File: src/rtl/paddle_pkg.sv
package paddle_pkg;
  typedef struct packed {
    logic stepUp;
    logic stepDown;
  } moveCmd_t;
endpackage

File: src/rtl/paddle_steer.sv
module paddle_steer
  import paddle_pkg::*;
#(
  parameter int COORD_W   = 10,
  parameter int PAD_H     = 72,
  parameter int DEAD_BAND = 2
) (
  input  logic               clk,
  input  logic               rstN,
  input  logic               autoEn,
  input  logic               frameTick,
  input  logic [COORD_W-1:0] ballY,
  input  logic               btnUp,
  input  logic               btnDn,
  input  logic [COORD_W-1:0] padTop,
  output moveCmd_t           cmd
);
  localparam logic [COORD_W:0] HALF_H = (COORD_W+1)'(PAD_H / 2);
  localparam logic [COORD_W:0] BAND   = (COORD_W+1)'(DEAD_BAND);

  logic [COORD_W:0] centre, ballExt;
  logic ballAbove, ballBelow;

  always_comb begin
    centre    = {1'b0, padTop} + HALF_H;
    ballExt   = {1'b0, ballY};
    ballAbove = (ballExt + BAND) < centre;
    ballBelow = ballExt > (centre + BAND);
  end

  always_comb begin
    cmd = '0;
    if (frameTick) begin
      if (autoEn) begin
        cmd.stepUp   = ballAbove;
        cmd.stepDown = ballBelow;
      end else begin
        cmd.stepUp   = btnUp & ~btnDn;
        cmd.stepDown = btnDn & ~btnUp;
      end
    end
  end


  strobe_needs_tick_chk: assert property (@(posedge clk) disable iff (!rstN)
    (cmd.stepUp | cmd.stepDown) |-> frameTick);


  single_dir_chk: assert property (@(posedge clk) disable iff (!rstN)
    $onehot0({cmd.stepUp, cmd.stepDown}));


  auto_ignores_btn_chk: assert property (@(posedge clk) disable iff (!rstN)
    (autoEn && frameTick && ballY == padTop + COORD_W'(PAD_H / 2))
      |-> !(cmd.stepUp | cmd.stepDown));
endmodule

File: src/rtl/paddle_track.sv
module paddle_track
  import paddle_pkg::*;
#(
  parameter int COORD_W  = 10,
  parameter int SCREEN_H = 480,
  parameter int PAD_H    = 72,
  parameter int STEP     = 4,
  parameter int PAD_X    = 600,
  parameter int PAD_W    = 4
) (
  input  logic               clk,
  input  logic               rstN,
  input  moveCmd_t           cmd,
  input  logic [COORD_W-1:0] pixX,
  input  logic [COORD_W-1:0] pixY,
  output logic [COORD_W-1:0] padTop,
  output logic               padOn
);
  localparam logic [COORD_W-1:0] TOP_MAX   = COORD_W'(SCREEN_H - PAD_H);
  localparam logic [COORD_W-1:0] TOP_START = COORD_W'((SCREEN_H - PAD_H) / 2);
  localparam logic [COORD_W-1:0] STEP_C    = COORD_W'(STEP);
  localparam logic [COORD_W:0]   X_LO      = (COORD_W+1)'(PAD_X);
  localparam logic [COORD_W:0]   X_HI      = (COORD_W+1)'(PAD_X + PAD_W - 1);
  localparam logic [COORD_W:0]   H_LAST    = (COORD_W+1)'(PAD_H - 1);

  logic [COORD_W-1:0] topNext;
  logic [COORD_W:0]   bottomRow;

  always_comb begin
    topNext = padTop;
    if (cmd.stepUp) begin
      topNext = (padTop < STEP_C) ? '0 : padTop - STEP_C;
    end else if (cmd.stepDown) begin
      topNext = (padTop + STEP_C > TOP_MAX) ? TOP_MAX : padTop + STEP_C;
    end
  end

  always_ff @(posedge clk or negedge rstN) begin
    if (!rstN) padTop <= TOP_START;
    else       padTop <= topNext;
  end

  always_comb begin
    bottomRow = {1'b0, padTop} + H_LAST;
    padOn = ({1'b0, pixX} >= X_LO) && ({1'b0, pixX} <= X_HI) &&
            (pixY >= padTop) && ({1'b0, pixY} <= bottomRow);
  end


  top_in_range_chk: assert property (@(posedge clk) disable iff (!rstN)
    padTop <= TOP_MAX);


  up_never_rises_chk: assert property (@(posedge clk) disable iff (!rstN)
    cmd.stepUp |=> (padTop <= $past(padTop)) && (padTop + STEP_C >= $past(padTop)));


  down_never_falls_chk: assert property (@(posedge clk) disable iff (!rstN)
    cmd.stepDown |=> (padTop >= $past(padTop)) && (padTop <= $past(padTop) + STEP_C));
endmodule

File: src/rtl/opponent_paddle.sv
module opponent_paddle
  import paddle_pkg::*;
#(
  parameter int COORD_W   = 10,
  parameter int SCREEN_H  = 480,
  parameter int PAD_H     = 72,
  parameter int STEP      = 4,
  parameter int DEAD_BAND = 2,
  parameter int PAD_X     = 600,
  parameter int PAD_W     = 4
) (
  input  logic               clk,
  input  logic               rstN,
  input  logic               autoEn,
  input  logic               frameTick,
  input  logic [COORD_W-1:0] ballY,
  input  logic               btnUp,
  input  logic               btnDn,
  input  logic [COORD_W-1:0] pixX,
  input  logic [COORD_W-1:0] pixY,
  output logic [COORD_W-1:0] padTop,
  output logic               padOn
);
  moveCmd_t cmd;

  paddle_steer #(
    .COORD_W(COORD_W), .PAD_H(PAD_H), .DEAD_BAND(DEAD_BAND)
  ) u_steer (
    .clk(clk), .rstN(rstN), .autoEn(autoEn), .frameTick(frameTick),
    .ballY(ballY), .btnUp(btnUp), .btnDn(btnDn), .padTop(padTop), .cmd(cmd)
  );

  paddle_track #(
    .COORD_W(COORD_W), .SCREEN_H(SCREEN_H), .PAD_H(PAD_H), .STEP(STEP),
    .PAD_X(PAD_X), .PAD_W(PAD_W)
  ) u_track (
    .clk(clk), .rstN(rstN), .cmd(cmd), .pixX(pixX), .pixY(pixY),
    .padTop(padTop), .padOn(padOn)
  );


  hold_without_tick_chk: assert property (@(posedge clk) disable iff (!rstN)
    !frameTick |=> $stable(padTop));
endmodule

File: config.mk
export PLATFORM = sky130hd
export DESIGN_NAME = opponent_paddle
export DESIGN_NICKNAME = d
export VERILOG_FILES = /design/src/rtl/paddle_pkg.sv /design/src/rtl/paddle_steer.sv /design/src/rtl/paddle_track.sv /design/src/rtl/opponent_paddle.sv
export SDC_FILE = /design/constraint.sdc
export NUM_CORES = 1
export LEC_CHECK = 0
export BUFFER_PORTS_ARGS = -buffer_cell sky130_fd_sc_hd__buf_2
export CORE_ASPECT_RATIO = 1.1
export CORE_MARGIN = 2
export CORE_UTILIZATION = 40
export DETAILED_ROUTE_END_ITERATION = 8
export PLACE_DENSITY_LB_ADDON = 0.2
export SLEW_MARGIN = 10
export SYNTH_ARGS = -nofsm -noshare
export SYNTH_HDL_FRONTEND = slang
export SYNTH_SLANG_ARGS = --single-unit
File: constraint.sdc
create_clock -name clk -period 4.7 [get_ports clk]
set_input_delay 0.705 -clock clk [delete_from_list [all_inputs] [get_ports clk]]
set_output_delay 0.705 -clock clk [all_outputs]
set_load 0.005 [all_outputs]
=== Word level (Yosys, flattened, before mapping) ===
Cells that the tools add are included.

* Input port bits: 36
* Logic and storage cells: 29
* Flip-flop bits (word level): 10
* Output and inout port bits: 11

* $lt $le $gt $ge: 8
* Muxes and demuxes: 6
* Bitwise operators: 4
* $add $sub $neg: 6
* Reductions and logical operators: 4

{| class="wikitable"
|+ Operators with widths
! operator !! count
|-
| 10-bit two-way mux || 4
|-
| 10-bit by 2-bit adder with 11-bit output, second input constant || 1
|-
| 10-bit by 6-bit adder with 11-bit output, second input constant || 1
|-
| 10-bit by 7-bit adder with 11-bit output, second input constant || 1
|-
| 11-bit by 2-bit adder with 11-bit output, second input constant || 1
|-
| 10-bit by 11-bit > comparator with 1-bit output || 1
|-
| 10-bit by 11-bit <= comparator with 1-bit output || 1
|-
| 11-bit < comparator || 1
|-
| 10-bit by 3-bit adder with 10-bit output, second input constant || 1
|-
| 10-bit greater-or-equal comparator || 1
|-
| 10-bit greater-or-equal comparator, second input constant || 1
|-
| 10-bit by 9-bit > comparator with 1-bit output, second input constant || 1
|-
| 10-bit <= comparator, second input constant || 1
|-
| 10-bit by 3-bit < comparator with 1-bit output, second input constant || 1
|-
| 10-bit by 3-bit subtractor with 10-bit output, second input constant || 1
|-
| 2-bit two-way mux || 2
|-
| 1-bit logical AND || 3
|-
| 1-bit AND || 2
|-
| 1-bit NOT || 2
|-
| 2-bit nonzero test || 1
|}

=== Longest topological paths before layout ===
* Depth after elaboration: 7
* Gate-level depth with buffers: 13

=== Cells and area by module ===
From an unflattened synthesis, not the netlist that was laid out.

* Cells, all modules: 267
* Area, all modules: 2,177.1 sq um

{| class="wikitable"
|+ By module, submodules not included
! module !! area an instance (sq um) !! cells each !! instances
|-
| paddle_track || 1,242.4 || 156 || 1
|-
| paddle_steer || 934.6 || 111 || 1
|}

=== Worst setup path before layout ===
Ideal clock, no wire load.

* Path type: reg2reg
* From: register u_track.padTop[6]
* To: register u_track.padTop[4]
* Slack: 1,430 ps
* Data required time: 4,580 ps
* Cell stages (with the launch flop): 14
* Arrival time: 3,150 ps
* Clock period less this slack: 3,270 ps
* Library setup time: 120 ps
* Cells stage by stage: dfstp_2 -> buf_2 -> buf_1 -> o21ai_0 -> nor2_1 -> xnor2_1 -> ha_1 -> nand4b_1 -> or3_1 -> a31oi_2 -> or2_1 -> buf_2 -> or4b_1 -> and3b_1

* Word-level cells in the longest chain between the ends: 6
* Elaborated cells between the ends (all ways): 14
* Those cells by class: 3 x add/sub; 4 x order compare; 6 x mux; 1 x reduce/logical

{| class="wikitable"
|+ RTL lines
! item !! line !! RTL
|-
| from (decl) || paddle_track.sv:16 || <nowiki>output logic [COORD_W-1:0] padTop,</nowiki>
|-
| from (signal assigned) || paddle_track.sv:40 || <nowiki>else padTop <= topNext;</nowiki>
|-
| 10-bit by 6-bit adder with 11-bit output || paddle_steer.sv:25 || <nowiki>centre = {1'b0, padTop} + HALF_H;</nowiki>
|-
| 11-bit by 2-bit adder with 11-bit output || paddle_steer.sv:28 || <nowiki>ballBelow = ballExt > (centre + BAND);</nowiki>
|-
| 10-bit by 11-bit > comparator with 1-bit output || paddle_steer.sv:28 ||
|-
| 2-bit two-way mux || paddle_steer.sv:34 || <nowiki>if (autoEn) begin</nowiki>
|-
| 2-bit two-way mux || paddle_steer.sv:33 || <nowiki>if (frameTick) begin</nowiki>
|-
| 2-bit nonzero test (no line) || n/a ||
|}

Parallel ways exist; a longest one is shown, timed or not. The select of a mux whose other input is x is not followed.
A chain may end at the register's enable or synchronous reset.

=== Worst setup path after layout ===
* From: register u_track.padTop[2]
* To: register u_track.padTop[4]

Same word-level chain as after synthesis.

==> summary.txt <==
Status
  • Status: finished, final reports clean

Synth
  • Yosys warning total: 0
  • Mean Syn Cell Area: 7.88 µm²
  • Cell variety after synth: 63
  • Syn Inst Count: ~260
  • Most numerous cell in the Yosys netlist: ha_1
  • Main synth FF type: dfstp_2
  • Top-area cell type share of the netlist area: 0.230
  • Synth area leader: ha_1
  • Post-synthesis sequential area ratio: 0.0993
  • Number of synthesized flops with an enable pin: 0
  • Seq cells post-synth: 8
  • Asr flop ratio synth: 1.00
  • Post-synth top cells: ha_1 (38), xnor2_1 (22), a21oi_1 (18), nand2_1 (18), nor2_1 (17)
  • Mapped Area: 2070 µm²
  • Top cells by area, synth: ha_1 (23%), xnor2_1 (9.3%), dfstp_2 (5.1%)

Detailed routing
  • Routed Antenna Nets: 0
  • Final wirelength: 5.38 mm
  • 1st-iter DRT viols: 102
  • Remaining DRCs: 0
  • Number of vias in the routed layout: approximately 2,100
  • Wire per inst: 15.1 µm
  • Via-to-Cell Ratio: 5.83
  • DR pass1 iterations: 4

Floorplan
  • CORE AREA: approximately 5000 µm²
  • Ports: 47
  • Die Y: 79.4 µm
  • Site row count: 27
  • Die area: between 5000 and 6000 µm²
  • Initial Utilization: 0.413
  • Die X: 72.5 µm

STA
  • Final hold vios: 0
  • Slew @ Worst Pin: 1.03 ns
  • Final Cycle Share: 0.823
  • Setup TNS: 0 ns
  • Clock Skew: roughly 0.0049 ns
  • Min Hold Slack: around 0.31 ns
  • Post-route minimum period: 3.87 ns
  • Final Max Slew Viols: 0
  • Final setup violation count: 0
  • Max Fclk: approximately 260 MHz
  • Max-Slew Margin vs Limit: 0.307
  • RSZ-0062 raised after global routing: no

Layout
  • Max FFs per register: 8
  • # nets final: approximately 370
  • Biggest register: u_track.padTop
  • Area growth syn-to-layout: 12.8%
  • Share of cells above drive strength 1: 0.208
  • Diodes inserted: 0
  • Biggest regs: u_track.padTop: 8 flops

Clocking
  • CTS Buf Count: 3
  • TritonCTS clock tree: built
  • Clock root buffer master: clkbuf_8
  • Max H-tree Level: 1
  • Clk slew on worst S/H paths: 0.04 ns
  • Post-cts resize count: 0
  • Clock latency on the worst-skew pair: ~0.23 ns
  • Maximum root-to-sink buffer count: 2
  • Clock sink total: 8
  • CTS hold repair buffers: 0
  • # Post-CTS Setup Buffers: 0

Pwr
  • Leak pwr: 0.00107 µW
  • Max VDD drop: 322 µV
  • Pwr dens: 577 nW/µm²

Critical path
  • CP arrival: 3.99 ns
  • Worst path cell trace: ha_1 > a21oi_4 > or3_2 > ha_1 > nand4_1 > a211oi_1 > o31ai_1 > or4b_1 > and3b_1
  • Startpoint class of the critical path: flop
  • Worst path max stage delay: 0.72 ns
  • Critical Path RT: 4.82 ns
  • Crit path max-delay family: simple AND/OR/NAND/NOR gates
  • Most numerous cell on the critical path: ha_1
  • CP Class: reg2reg
  • Crit path buffers/inverters: 0
  • Crit path max fanout: 15
  • Setup crit end kind: flop
  • CP max-delay cell: dfstp_2

Global route
  • GRT Util Overall: 0.193
  • Vias in the first global route: 1,901
  • Total grt overflow: 0
  • Initial antenna violation count: 0
  • Largest net degree at the start of global routing: 19
  • Global-route wire length before repair: slightly below 9 mm

Placed design
  • GP Congestion: 0.895
  • I/O Buffers: 42
  • Final HPWL DP: 4.37 mm

Flow run
  • Max-capacitance violation count: 0

Min path
  • Hold Path Class: in2async
==> routing by layer <==
layer / global-route usage / routed length [µm] / share of wire / vias up
met4: 0.0444 / 54 / 0.010 / 0
met1: 0.261 / 2480 / 0.46 / 942
met5: 0 / 0 / 0 / -
li1: - / - / - / 1059
met2: 0.324 / 2580 / 0.48 / 67
met3: 0.0240 / 266 / 0.049 / 9
==> report_power, final <==
group	switching, µW	total (µW)	internal (µW)
clock network	26.4	85.1	58.7
registers	114	223	109
logic	568	1040	468
total	708	1340	636
==> path summary, 6_finish.rpt <==
kind,startpoint,end,slack (ns),cells after the start
setup / recovery,u_track.padTop[2],u_track.padTop[4],0.83,9
hold / removal,rstN,u_track.padTop[8],0.31,1
setup reg to reg,u_track.padTop[2],u_track.padTop[4],0.83,9
hold reg to reg,u_track.padTop[3],u_track.padTop[3],0.66,1
max in group asynchronous,rstN,u_track.padTop[2],4.15,1
min in group clk,u_track.padTop[3],u_track.padTop[3],0.66,1
==> kinds of logic after synthesis <==
logic type                 Yosys count  share of synthesized area
AOI/OAI and AO/OA                   74                      0.250
muxes                                2                    0.00969
xor gates and xnor gates            25                      0.106
DFF                                  8                     0.0993
buffers and inverters               25                     0.0618
adders and majority gates           38                      0.230
and+or+nand+nor                     89                      0.241
other                                1                    0.00182
==> stage by stage <==
stage | power (µW) | utilization | setup slack [ns] | instances | instance area (µm²)
after floorplan | 1020 | - | 1.43 | 263 | 2070
after global placement | 1240 | 0.457 | 0.851 | 352 | 2280
after detailed placement | 1260 | 0.457 | 0.839 | 352 | 2280
after CTS | 1350 | 0.466 | 0.829 | 356 | 2330
after global routing | 1520 | 0.466 | 0.642 | 356 | 2330
final | 1340 | 0.466 | 0.831 | 356 | 2330
==> cell usage in the layout (no fill, tap or decap), drive strengths merged, types with 3 or more instances in the layout <==
cell type	Yosys	routed
inv	12	12
clkbuf	3	4
dfrtp	4	4
nand4	4	4
and3	3	3
o21a	3	3
nand2b	3	3
o21ai	13	13
nor2	17	17
nor3	11	11
a21oi	19	19
nand3	9	9
a21o	3	3
or3	4	4
o31ai	4	4
a31oi	5	5
and4	3	3
buf	10	44
ha	38	38
xnor2	22	22
a211oi	5	5
o211ai	4	4
dfstp	4	4
xor2	3	3
nand2	18	18
==> area by class of cell <==
type	instances	area [µm²]
Inverter	12	45.0
Timing Repair Buffer	44	225
Tap cell	58	72.6
Sequential cell	8	205
Clock buffer	4	45.0
Multi-Input combinational cell	230	1740
Fill cell	521	2670
(Power assumes the default switching activity.)
